--- config.mk ---
export PLATFORM = sky130hd
export DESIGN_NAME = pwm5_gen
export DESIGN_NICKNAME = d
export VERILOG_FILES = /design/src/rtl/pwm5_pkg.sv /design/src/rtl/pwm5_carrier.sv /design/src/rtl/pwm5_leg.sv /design/src/rtl/pwm5_gen.sv
export SDC_FILE = /design/constraint.sdc
export NUM_CORES = 1
export LEC_CHECK = 0
export CAP_MARGIN = 20
export CORE_ASPECT_RATIO = 1.2
export CORE_MARGIN = 2
export CORE_UTILIZATION = 55
export CTS_CLUSTER_SIZE = 25
export DETAILED_ROUTE_END_ITERATION = 16
export HOLD_SLACK_MARGIN = 0.08
export PLACE_DENSITY = 0.78
export SLEW_MARGIN = 20
export SYNTH_ARGS = -nofsm -noshare
export SYNTH_HDL_FRONTEND = slang
export SYNTH_SLANG_ARGS = --single-unit
--- constraint.sdc ---
create_clock -name clk_i -period 12.58 [get_ports clk_i]
set_clock_uncertainty 0.2 [all_clocks]
set_input_delay 3.774 -clock clk_i [delete_from_list [all_inputs] [get_ports clk_i]]
set_output_delay 3.774 -clock clk_i [all_outputs]
set_load 0.01 [all_outputs]
--- src/rtl/pwm5_pkg.sv ---
package pwm5_pkg;
  typedef enum logic {DIR_DOWN = 1'b0, DIR_UP = 1'b1} dir_e;
  localparam int NUM_LEGS   = 2;
  localparam int SW_PER_LEG = 2;
  localparam int NUM_SW     = NUM_LEGS * SW_PER_LEG;
endpackage

--- src/rtl/pwm5_carrier.sv ---
module pwm5_carrier import pwm5_pkg::*; #(
  parameter int CNT_W = 8
) (
  input  logic             clk_i,
  input  logic             rst_ni,
  input  logic [CNT_W-1:0] peak_i,
  output logic [CNT_W-1:0] cnt_o,
  output logic [CNT_W-1:0] peak_o,
  output logic             bottom_o
);
  logic [CNT_W-1:0] cnt_q, pk_q, pk_safe;
  dir_e             dir_q;

  assign bottom_o = (cnt_q == '0);
  assign pk_safe  = (peak_i == '0) ? CNT_W'(1) : peak_i;

  always_ff @(posedge clk_i or negedge rst_ni) begin
    if (!rst_ni) begin
      cnt_q <= '0;
      pk_q  <= CNT_W'(1);
      dir_q <= DIR_UP;
    end else if (bottom_o) begin
      pk_q  <= pk_safe;
      cnt_q <= CNT_W'(1);
      dir_q <= DIR_UP;
    end else if (dir_q == DIR_UP) begin
      if (cnt_q >= pk_q) begin
        cnt_q <= cnt_q - CNT_W'(1);
        dir_q <= DIR_DOWN;
      end else begin
        cnt_q <= cnt_q + CNT_W'(1);
      end
    end else begin
      cnt_q <= cnt_q - CNT_W'(1);
    end
  end

  assign cnt_o  = cnt_q;
  assign peak_o = pk_q;
endmodule

--- src/rtl/pwm5_leg.sv ---
module pwm5_leg #(
  parameter int W = 10
) (
  input  logic signed [W-1:0] mod_i,
  input  logic signed [W-1:0] cnt_i,
  input  logic signed [W-1:0] peak_i,
  output logic                hi_o,
  output logic                lo_o
);
  logic signed [W-1:0] lower_carrier;
  assign lower_carrier = cnt_i - peak_i;
  assign hi_o = (mod_i > cnt_i);
  assign lo_o = (mod_i > lower_carrier);
endmodule

--- src/rtl/pwm5_gen.sv ---
module pwm5_gen import pwm5_pkg::*; #(
  parameter int DATA_W = 8,
  parameter int CNT_W  = 8
) (
  input  logic                     clk_i,
  input  logic                     rst_ni,
  input  logic signed [DATA_W-1:0] mod_i,
  input  logic [CNT_W-1:0]         peak_i,
  output logic [2*NUM_SW-1:0]      gate_o,
  output logic signed [2:0]        level_o
);
  localparam int CMP_W = ((DATA_W > CNT_W) ? DATA_W : CNT_W) + 2;

  logic [CNT_W-1:0]         cnt_w, pk_w;
  logic                     bottom_w;
  logic signed [DATA_W-1:0] mod_q;
  logic signed [CMP_W-1:0]  mod_ext, cnt_ext, pk_ext;
  logic signed [CMP_W-1:0]  leg_mod [NUM_LEGS];
  logic [NUM_SW-1:0]        sw;
  logic [2:0]               lvl_sum;

  pwm5_carrier #(.CNT_W(CNT_W)) u_carrier (
    .clk_i    (clk_i),
    .rst_ni   (rst_ni),
    .peak_i   (peak_i),
    .cnt_o    (cnt_w),
    .peak_o   (pk_w),
    .bottom_o (bottom_w)
  );

  // sample only at carrier bottom
  always_ff @(posedge clk_i or negedge rst_ni) begin
    if (!rst_ni)       mod_q <= '0;
    else if (bottom_w) mod_q <= mod_i;
  end

  assign mod_ext = CMP_W'(mod_q);
  assign cnt_ext = {{(CMP_W-CNT_W){1'b0}}, cnt_w};
  assign pk_ext  = {{(CMP_W-CNT_W){1'b0}}, pk_w};

  for (genvar g = 0; g < NUM_LEGS; g++) begin : g_leg
    if (g == 0) begin : g_pos
      assign leg_mod[g] = mod_ext;
    end else begin : g_neg
      assign leg_mod[g] = -mod_ext;
    end
    pwm5_leg #(.W(CMP_W)) u_leg (
      .mod_i  (leg_mod[g]),
      .cnt_i  (cnt_ext),
      .peak_i (pk_ext),
      .hi_o   (sw[SW_PER_LEG*g]),
      .lo_o   (sw[SW_PER_LEG*g+1])
    );
  end

  always_comb lvl_sum = 3'(sw[0]) + 3'(sw[1]) - 3'(sw[2]) - 3'(sw[3]);

  assign gate_o  = {~sw, sw};
  assign level_o = signed'(lvl_sum);
endmodule

==> results of run 1 <==
final cells by class:
cell class / count / share of cell area
clock buffer: 3 / 0.0134
sequential: 25 / 0.203
multi-input combinational: 254 / 0.632
tap: 60 / 0.0243
timing repair buffer: 29 / 0.0915
inverter: 27 / 0.0328
clock inverter: 1 / 0.00283
state kept, by name, indices dropped and copies added, names as in the netlist:
register	flops
u_carrier.peak_o	8
u_carrier.dir_q	1
mod_q	8
u_carrier.cnt_o	8
cell usage after synthesis (all sizes together), types with 4 or more instances:
library cell   n
nand3          7
a211oi         4
nand2b         5
o21ai         22
nor3          14
nand2         23
o21a           7
clkbuf         6
inv           27
mux2           4
or4            4
nor2b          6
xnor2         14
a2111oi        4
ha            40
nor4           4
nand4          5
a21oi         12
a211o          5
dfrtp         23
nor2          23
buf            8
routing by layer:
layer  share of wire  global-route usage  wire [µm]
met3           0.041              0.0260        260
met5               0                   0          0
met2            0.50               0.455       3220
met1            0.41               0.307       2660
met4           0.042               0.116        271
cells by family (layout without fill, tap and decap cells):
kind of cell / count (synthesis) / in the layout / share of synthesized area
AOI/OAI and AO/OA: 84 / 84 / 0.211
and+or+nand+nor: 100 / 100 / 0.191
adders and majority gates: 44 / 44 / 0.204
DFF: 25 / 25 / 0.228
xor gates and xnor gates: 19 / 19 / 0.0760
buffers and inverters: 41 / 60 / 0.0628
muxes: 7 / 7 / 0.0273
final timing paths:
| check | end | start |
|---|---|---|
| worst max-delay path | level_o[1] | u_carrier.cnt_o[0]$_DFF_PN0_ |
| worst min-delay path | u_carrier.cnt_o[0]$_DFF_PN0_ | u_carrier.cnt_o[0]$_DFF_PN0_ |
| worst max register to register | u_carrier.cnt_o[2]$_DFF_PN0_ | u_carrier.cnt_o[3]$_DFF_PN0_ |
| worst min register to register | u_carrier.cnt_o[0]$_DFF_PN0_ | u_carrier.cnt_o[0]$_DFF_PN0_ |
| max in group asynchronous | u_carrier.dir_q$_DFF_PN1_ | rst_ni |
| min in group asynchronous | u_carrier.cnt_o[7]$_DFF_PN0_ | rst_ni |
stage by stage:
stage               worst slack [ps]  std cells  hold slack, ps
CTS                             3490        399             341
global route                    3030        399             386
detailed placement              3790        395             326
global placement                4050        395             309
finish                          3490        399             337
floorplan                       4700        320             285
critical path, cell delays in order, from the launching register on:
cell             delay (ps)
dfrtp_1                 430
inv_1                   140
ha_1                    160
inv_1                    40
fa_1                    430
a211o_1                 310
a2111oi_0               600
a211oi_1                190
xnor2_1                 180
nand3_1                 100
a2111oi_0               470
o211a_1                 300
fa_1                    420
inv_1                    60
ha_1                    130
inv_1                    40
ha_1                    260
inv_1                    60
clkdlybuf4s50_1         520
==> flow_metrics.tcl, run 1 <==
set metrics [dict create \
    status "finished, final reports clean" \
    timing.final.crit_share 0.723 \
    synthesis.nets 380 \
    period_needed_ps 9090 \
    ctsHoldBuffers 0 \
    grt_pass1_vias 2394 \
    synth_cell_types 60 \
    setup.worst_path.start_class "register" \
    core_region_area_um2 4870 \
    synth_area_leader_cell "dfrtp_1" \
    cts_tree "built" \
    routabilityCongestion 0.940 \
    fin_tns_setup_ps 0 \
    avgSynthCellArea_um2 8.59 \
    drt_first_iter_violations 111 \
    drc_errors 0 \
    syn2layout_area_growth_pct 12.4 \
    synth_area_leaders "dfrtp_1, ha_1, o21ai_0, xnor2_1, inv_1" \
    crit_type "reg2out" \
    cp-end-kind "output pin" \
    yosysSeqAreaShare 0.228 \
    grt_max_degree 26 \
    worstPathMaxFanout 5 \
    fillers 434 \
    vias 2443 \
    rows 28 \
    initial_utilization 0.565 \
    die_h_um 81.5 \
    drv_cap 0 \
    required_ps 8610 \
    grt_usage 0.257 \
    synth_edf_count 0 \
    drive_gt1_frac 0.0678 \
    rsz0062_at_grt "false" \
    syn_inst 320 \
    grt_pass1_wl_mm 10.8 \
    grt_antenna_before_repair 0 \
    setup_violations 0 \
    postCtsResizedCells 0 \
    ios 29 \
    seqCellArea_um2 628 \
    synthArstFlopShare 1.00 \
    worstHoldPathCells 1 \
    maxSlewViolCount 0 \
    arrival_ps 5120 \
    multiInputGateArea_um2 1950 \
    fmax_mhz 110 \
    die_w_um 68.6 \
    postCtsSetupBuffers 0 \
    wl_per_cell_um 16.1 \
    hold_class "reg2reg" \
    cts_sinks 25 \
    synth_flop_cell "dfrtp_1" \
    yosys_warnings 0 \
    io_buffers 28 \
    finalHoldViolCount 0 \
    insertion_delay_ps 270 \
    cts_buffers 3 \
    stdcell_area_um2 3090 \
    ant_nets 0 \
    r2r_slack_ps 9490 \
    place_area_um2 3050 \
    syn_area_um2 2750 \
    hpwl_mm 5.34 \
    final_util 0.635 \
    grt_overflow_total 0 \
    ys_seq_elements 25 \
    htreeDepth 1 \
    diodes 0 \
    die_area_um2 5580 \
    slew_headroom 0.506 \
    cts_buffer_depth 2 \
    drt_first_pass_iters 4 \
    post_drt_via_cell_ratio 6.12 \
    cts.clk_slew.worst_paths_ps 90 \
    layout_commonest_cell "ha_1" \
    worstMarginPinSlew_ps 737 \
    synth_top_area_frac 0.209 \
    nNetsFinal 400 \
    clockRootBuffer "clkbuf_8" \
    r2r_cells 8 \
    totalWireLength_mm 6.41 \
    final_cell_mix "ha_1, inv_1, clkdlybuf4s50_1" \
]
Power of run 1 is left out: the tool's default activity adds up to more than one toggle a clock period on the data nets, which glitch-free logic cannot reach.
==> inputs of run 2 (changes only) <==
--- a/config.mk
+++ b/config.mk
@@ -8,11 +8,11 @@
 export CAP_MARGIN = 20
 export CORE_ASPECT_RATIO = 1.2
 export CORE_MARGIN = 2
-export CORE_UTILIZATION = 55
+export CORE_UTILIZATION = 52
 export CTS_CLUSTER_SIZE = 25
 export DETAILED_ROUTE_END_ITERATION = 16
 export HOLD_SLACK_MARGIN = 0.08
-export PLACE_DENSITY = 0.78
+export PLACE_DENSITY = 0.77
 export SLEW_MARGIN = 20
 export SYNTH_ARGS = -nofsm -noshare
 export SYNTH_HDL_FRONTEND = slang
==> constraint.sdc (replaced) <==
create_clock -name clk_i -period 7.7 [get_ports clk_i]
set_clock_uncertainty 0.2 [all_clocks]
set_input_delay 2.31 -clock clk_i [delete_from_list [all_inputs] [get_ports clk_i]]
set_output_delay 2.31 -clock clk_i [all_outputs]
set_load 0.01 [all_outputs]
==> flow_metrics.tcl, run 2 (synthesized netlist as in run 1, its figures left out) <==
set metrics [dict create \
    drc_errors 0 \
    fin_tns_setup_ps 0 \
    worstPathMaxFanout 6 \
    cts_tree "built" \
    setup_violations 0 \
    drt_first_pass_iters 4 \
    cts_buffer_depth 2 \
    finalHoldViolCount 0 \
    grt_max_degree 36 \
    routabilityCongestion 0.979 \
    setup.worst_path.start_class "register" \
    drive_gt1_frac 0.0678 \
    clockRootBuffer "clkbuf_8" \
    hold_class "reg2reg" \
    ios 29 \
    rsz0062_at_grt "false" \
    grt_usage 0.230 \
    grt_use_met2 0.420 \
    totalWireLength_mm 6.50 \
    die_w_um 70.4 \
    fmax_mhz 135 \
    grt_use_met1 0.279 \
    layout_commonest_cell "ha_1" \
    grt_pass1_wl_mm 11.0 \
    grt_antenna_before_repair 0 \
    grt_pass1_vias 2399 \
    grt_overflow_total 0 \
    wl_per_cell_um 16.2 \
    syn2layout_area_growth_pct 12.6 \
    hpwl_mm 5.28 \
    diodes 0 \
    cp-end-kind "output pin" \
    fillers 491 \
    required_ps 5190 \
    ant_nets 0 \
    final_cell_mix "ha_1, inv_1, clkdlybuf4s50_1" \
    cts_buffers 3 \
    htreeDepth 1 \
    slew_headroom 0.476 \
    insertion_delay_ps 280 \
    met3_usage 0.0169 \
    post_drt_via_cell_ratio 6.20 \
    worstMarginPinSlew_ps 780 \
    arrival_ps 4900 \
    timing.final.crit_share 0.963 \
    status "finished, final reports clean" \
    nNetsFinal 400 \
    postCtsSetupBuffers 0 \
    grt.busiest_layer "met2" \
    io_buffers 28 \
    die_h_um 83.7 \
    period_needed_ps 7410 \
    cts_sinks 25 \
    crit_type "reg2out" \
    rows 29 \
    die_area_um2 5890 \
    cts.clk_slew.worst_paths_ps 100 \
    r2r_slack_ps 4530 \
    vias 2487 \
    maxSlewViolCount 0 \
    initial_utilization 0.530 \
    core_region_area_um2 5190 \
    drt_first_iter_violations 126 \
    drv_cap 0 \
]
==> run 2: per-stage QoR <==
| stage | cell area, µm² | hold WS [ps] | util | instances | setup WS, ps |
|---|---|---|---|---|---|
| 6_report | 3100 | 344 | 0.597 | 401 | 287 |
| 5_1_grt | 3100 | 360 | 0.597 | 401 | 48.8 |
| 4_1_cts | 3100 | 345 | 0.597 | 401 | 202 |
| 2_1_floorplan | 2750 | 285 | - | 320 | 1280 |
| 3_5_place_dp | 3050 | 328 | 0.588 | 397 | 516 |
| 3_3_place_gp | 3050 | 306 | 0.588 | 397 | 625 |
==> run 2: metal layers <==
| layer | up-vias | wire (µm) |
|---|---|---|
| met1 | 1171 | 2710 |
| li1 | 1208 | - |
| met4 | 0 | 276 |
| met2 | 83 | 3230 |
| met5 | - | 0 |
| met3 | 25 | 281 |
==> run 2: final timing paths <==
check	from	to	cells past startpoint
min reg2reg	u_carrier.cnt_o[0]$_DFF_PN0_	u_carrier.cnt_o[0]$_DFF_PN0_	1
min	u_carrier.cnt_o[0]$_DFF_PN0_	u_carrier.cnt_o[0]$_DFF_PN0_	1
max	u_carrier.cnt_o[0]$_DFF_PN0_	level_o[1]	18
max in group asynchronous	rst_ni	u_carrier.dir_q$_DFF_PN1_	1
min in group asynchronous	rst_ni	u_carrier.cnt_o[6]$_DFF_PN0_	1
max reg2reg	u_carrier.cnt_o[3]$_DFF_PN0_	u_carrier.cnt_o[4]$_DFF_PN0_	8
==> run 2: layout make-up <==
class	instances	area, µm²	area share
repair buffers	29	283	0.0913
flip-flops and latches	25	628	0.203
inverters	27	101	0.0327
multi-input cells	254	1960	0.632
well taps	62	77.6	0.0251
clock buffers	3	41.3	0.0133
clock inverters	1	7.51	0.00243
==> run 2: what timing repair did <==
item	in CTS	in global routing
setup endpoints to repair	0	1
hold buffers	0	0
resized for setup	0	2
hold endpoints to repair	0	0
==> run 2: critical path, stage by stage (launching register included) <==
cell	delay, ps
dfrtp_1	440
inv_1	140
ha_1	160
inv_1	40
fa_1	420
a211oi_2	320
nor2_1	130
xnor2_2	280
xnor2_1	90
or4_1	460
or4_1	430
o211a_1	160
fa_1	500
inv_1	40
ha_1	160
inv_1	50
ha_1	210
inv_1	60
clkdlybuf4s50_1	530
Power of run 2 is left out for the same reason.
==> inputs of run 3 (changes only) <==
--- a/config.mk
+++ b/config.mk
@@ -12,7 +12,7 @@
 export CTS_CLUSTER_SIZE = 25
 export DETAILED_ROUTE_END_ITERATION = 16
 export HOLD_SLACK_MARGIN = 0.08
-export PLACE_DENSITY = 0.77
+export PLACE_DENSITY = 0.73
 export SLEW_MARGIN = 20
 export SYNTH_ARGS = -nofsm -noshare
 export SYNTH_HDL_FRONTEND = slang
==> flow_metrics.tcl, run 3 (synthesized netlist as in run 1, its figures left out) <==
set metrics [dict create \
    status "finished, final reports clean" \
    setup_violations 0 \
    initial_utilization 0.530 \
    required_ps 5190 \
    dp.cells 397 \
    worstPathMaxFanout 5 \
    core_region_area_um2 5190 \
    r2r_cells 8 \
    cts_sinks 25 \
    drv_cap 0 \
    crit_top_cell "inv_1" \
    critPathSlowestCell "or4_1" \
    drt_first_iter_violations 114 \
    rows 29 \
    finalHoldViolCount 0 \
    insertion_delay_ps 280 \
    die_area_um2 5890 \
    grt_usage 0.236 \
    worstHoldPathCells 2 \
    grt_pass1_wl_mm 11.4 \
    die_h_um 83.7 \
    grt_max_degree 26 \
    syn2layout_area_growth_pct 14.3 \
    grt_overflow_total 0 \
    hpwl_mm 5.32 \
    maxSlewViolCount 0 \
    arrival_ps 4880 \
    diodes 0 \
    grt_antenna_before_repair 0 \
    drt-met1-wl_mm 2.84 \
    timing.final.crit_share 0.960 \
    vias 2459 \
    fin_tns_setup_ps 0 \
    io_buffers 28 \
    ant_nets 0 \
    ios 29 \
    dp_slack_ps 384 \
    fillers 478 \
    worstMarginPinSlew_ps 723 \
    slew_headroom 0.514 \
    nNetsFinal 403 \
    routabilityCongestion 0.932 \
    hold_ws_ps 335 \
    clockRootBuffer "clkbuf_8" \
    r2r_slack_ps 4620 \
    cts_tree "built" \
    crit_type "reg2out" \
    layout_commonest_cell "ha_1" \
    final_cell_mix "ha_1, inv_1, clkdlybuf4s50_1" \
    die_w_um 70.4 \
    drive_gt1_frac 0.0877 \
    drc_errors 0 \
    cts_buffer_depth 2 \
    fmax_mhz 135 \
    cts.clk_slew.worst_paths_ps 90 \
    top_layer_used "met4" \
    wl_met3_um 208 \
    setup.worst_path.start_class "register" \
    cp-end-kind "output pin" \
    worst_slack_ps 306 \
    hold_end "u_carrier.peak_o[0]$_DFFE_PN1N_" \
    final-instance-count-excl-fill 404 \
    period_needed_ps 7390 \
    rr_startpoint "u_carrier.cnt_o[3]$_DFF_PN0_" \
    post_drt_via_cell_ratio 6.09 \
    holdCritStartpoint "u_carrier.peak_o[0]$_DFFE_PN1N_" \
    htreeDepth 1 \
    cpPeakStageDelay_ps 520 \
    crit_chain "inv_1, ha_1, inv_1, fa_2, a211oi_4, nor3_1, a211o_1, ha_1, nand3_1, or4_1, o211a_1, fa_1, inv_1, ha_1, inv_1, ha_1, inv_1, clkdlybuf4s50_1" \
    cts_buffers 3 \
    hold_class "reg2reg" \
    drt_first_pass_iters 4 \
    wl_met2_mm 3.19 \
    timing.rr.end "u_carrier.cnt_o[6]$_DFF_PN0_" \
    wl_per_cell_um 16.3 \
    grt_pass1_vias 2444 \
    totalWireLength_mm 6.57 \
]
[run 3: cell types whose count changed in the layout (fill, tap and decap cells not counted), sizes merged]
| cell | previous run | this run |
|---|---|---|
| buf | 2 | 5 |
| clkinvlp | 1 | 0 |
| inv | 27 | 28 |
[run 3: worst max path at each step]
| stage | startpoint | to | slack [ps] | cells past startpoint |
|---|---|---|---|---|
| global placement | u_carrier.cnt_o[0]$_DFF_PN0_ | level_o[1] | 620 | 18 |
| finish | u_carrier.cnt_o[0]$_DFF_PN0_ | level_o[1] | 310 | 18 |
| floorplan | u_carrier.cnt_o[0]$_DFF_PN0_ | level_o[1] | 1280 | 17 |
| CTS | u_carrier.cnt_o[0]$_DFF_PN0_ | level_o[1] | 70 | 18 |
| detailed placement | u_carrier.cnt_o[0]$_DFF_PN0_ | level_o[1] | 380 | 18 |
| global route | u_carrier.peak_o[1]$_DFFE_PN0N_ | level_o[1] | -10 | 20 |
[run 3: repair_timing]
item | CTS | global route
endpoints found under the hold margin | 0 | 0
gates resized for setup | 0 | 7
endpoints found under the setup margin | 0 | 3
buffers inserted | 0 | 3
hold buffers | 0 | 0
[run 3: critical path, delay by kind of cell (launching register included)]
| family | cells | cell delay, ps |
|---|---|---|
| adders and majority gates | 6 | 1760 |
| and+or+nand+nor | 3 | 720 |
| DFF | 1 | 440 |
| AOI/OAI and AO/OA | 3 | 800 |
| buffers and inverters | 6 | 870 |
[run 3: through the flow]
| stage | utilization | cell area (µm²) |
|---|---|---|
| after floorplan | - | 2750 |
| after global placement | 0.588 | 3050 |
| after detailed placement | 0.588 | 3050 |
| after CTS | 0.597 | 3100 |
| after global routing | 0.606 | 3140 |
| final | 0.606 | 3140 |
[run 3: cell type report]
class / instances / area (µm²) / area share
well taps: 62 / 77.6 / 0.0247
repair buffers: 32 / 305 / 0.0971
clock buffers: 3 / 41.3 / 0.0131
clock inverters: 1 / 8.76 / 0.00279
multi-input cells: 254 / 1980 / 0.630
inverters: 27 / 101 / 0.0322
flip-flops and latches: 25 / 628 / 0.200
[run 3: per-layer routing]
metal	vias up	track usage
met5	-	0
met4	0	0.119
met3	25	0.0193
met2	68	0.396
met1	1157	0.302
li1	1209	-
Power of run 3 is left out for the same reason.
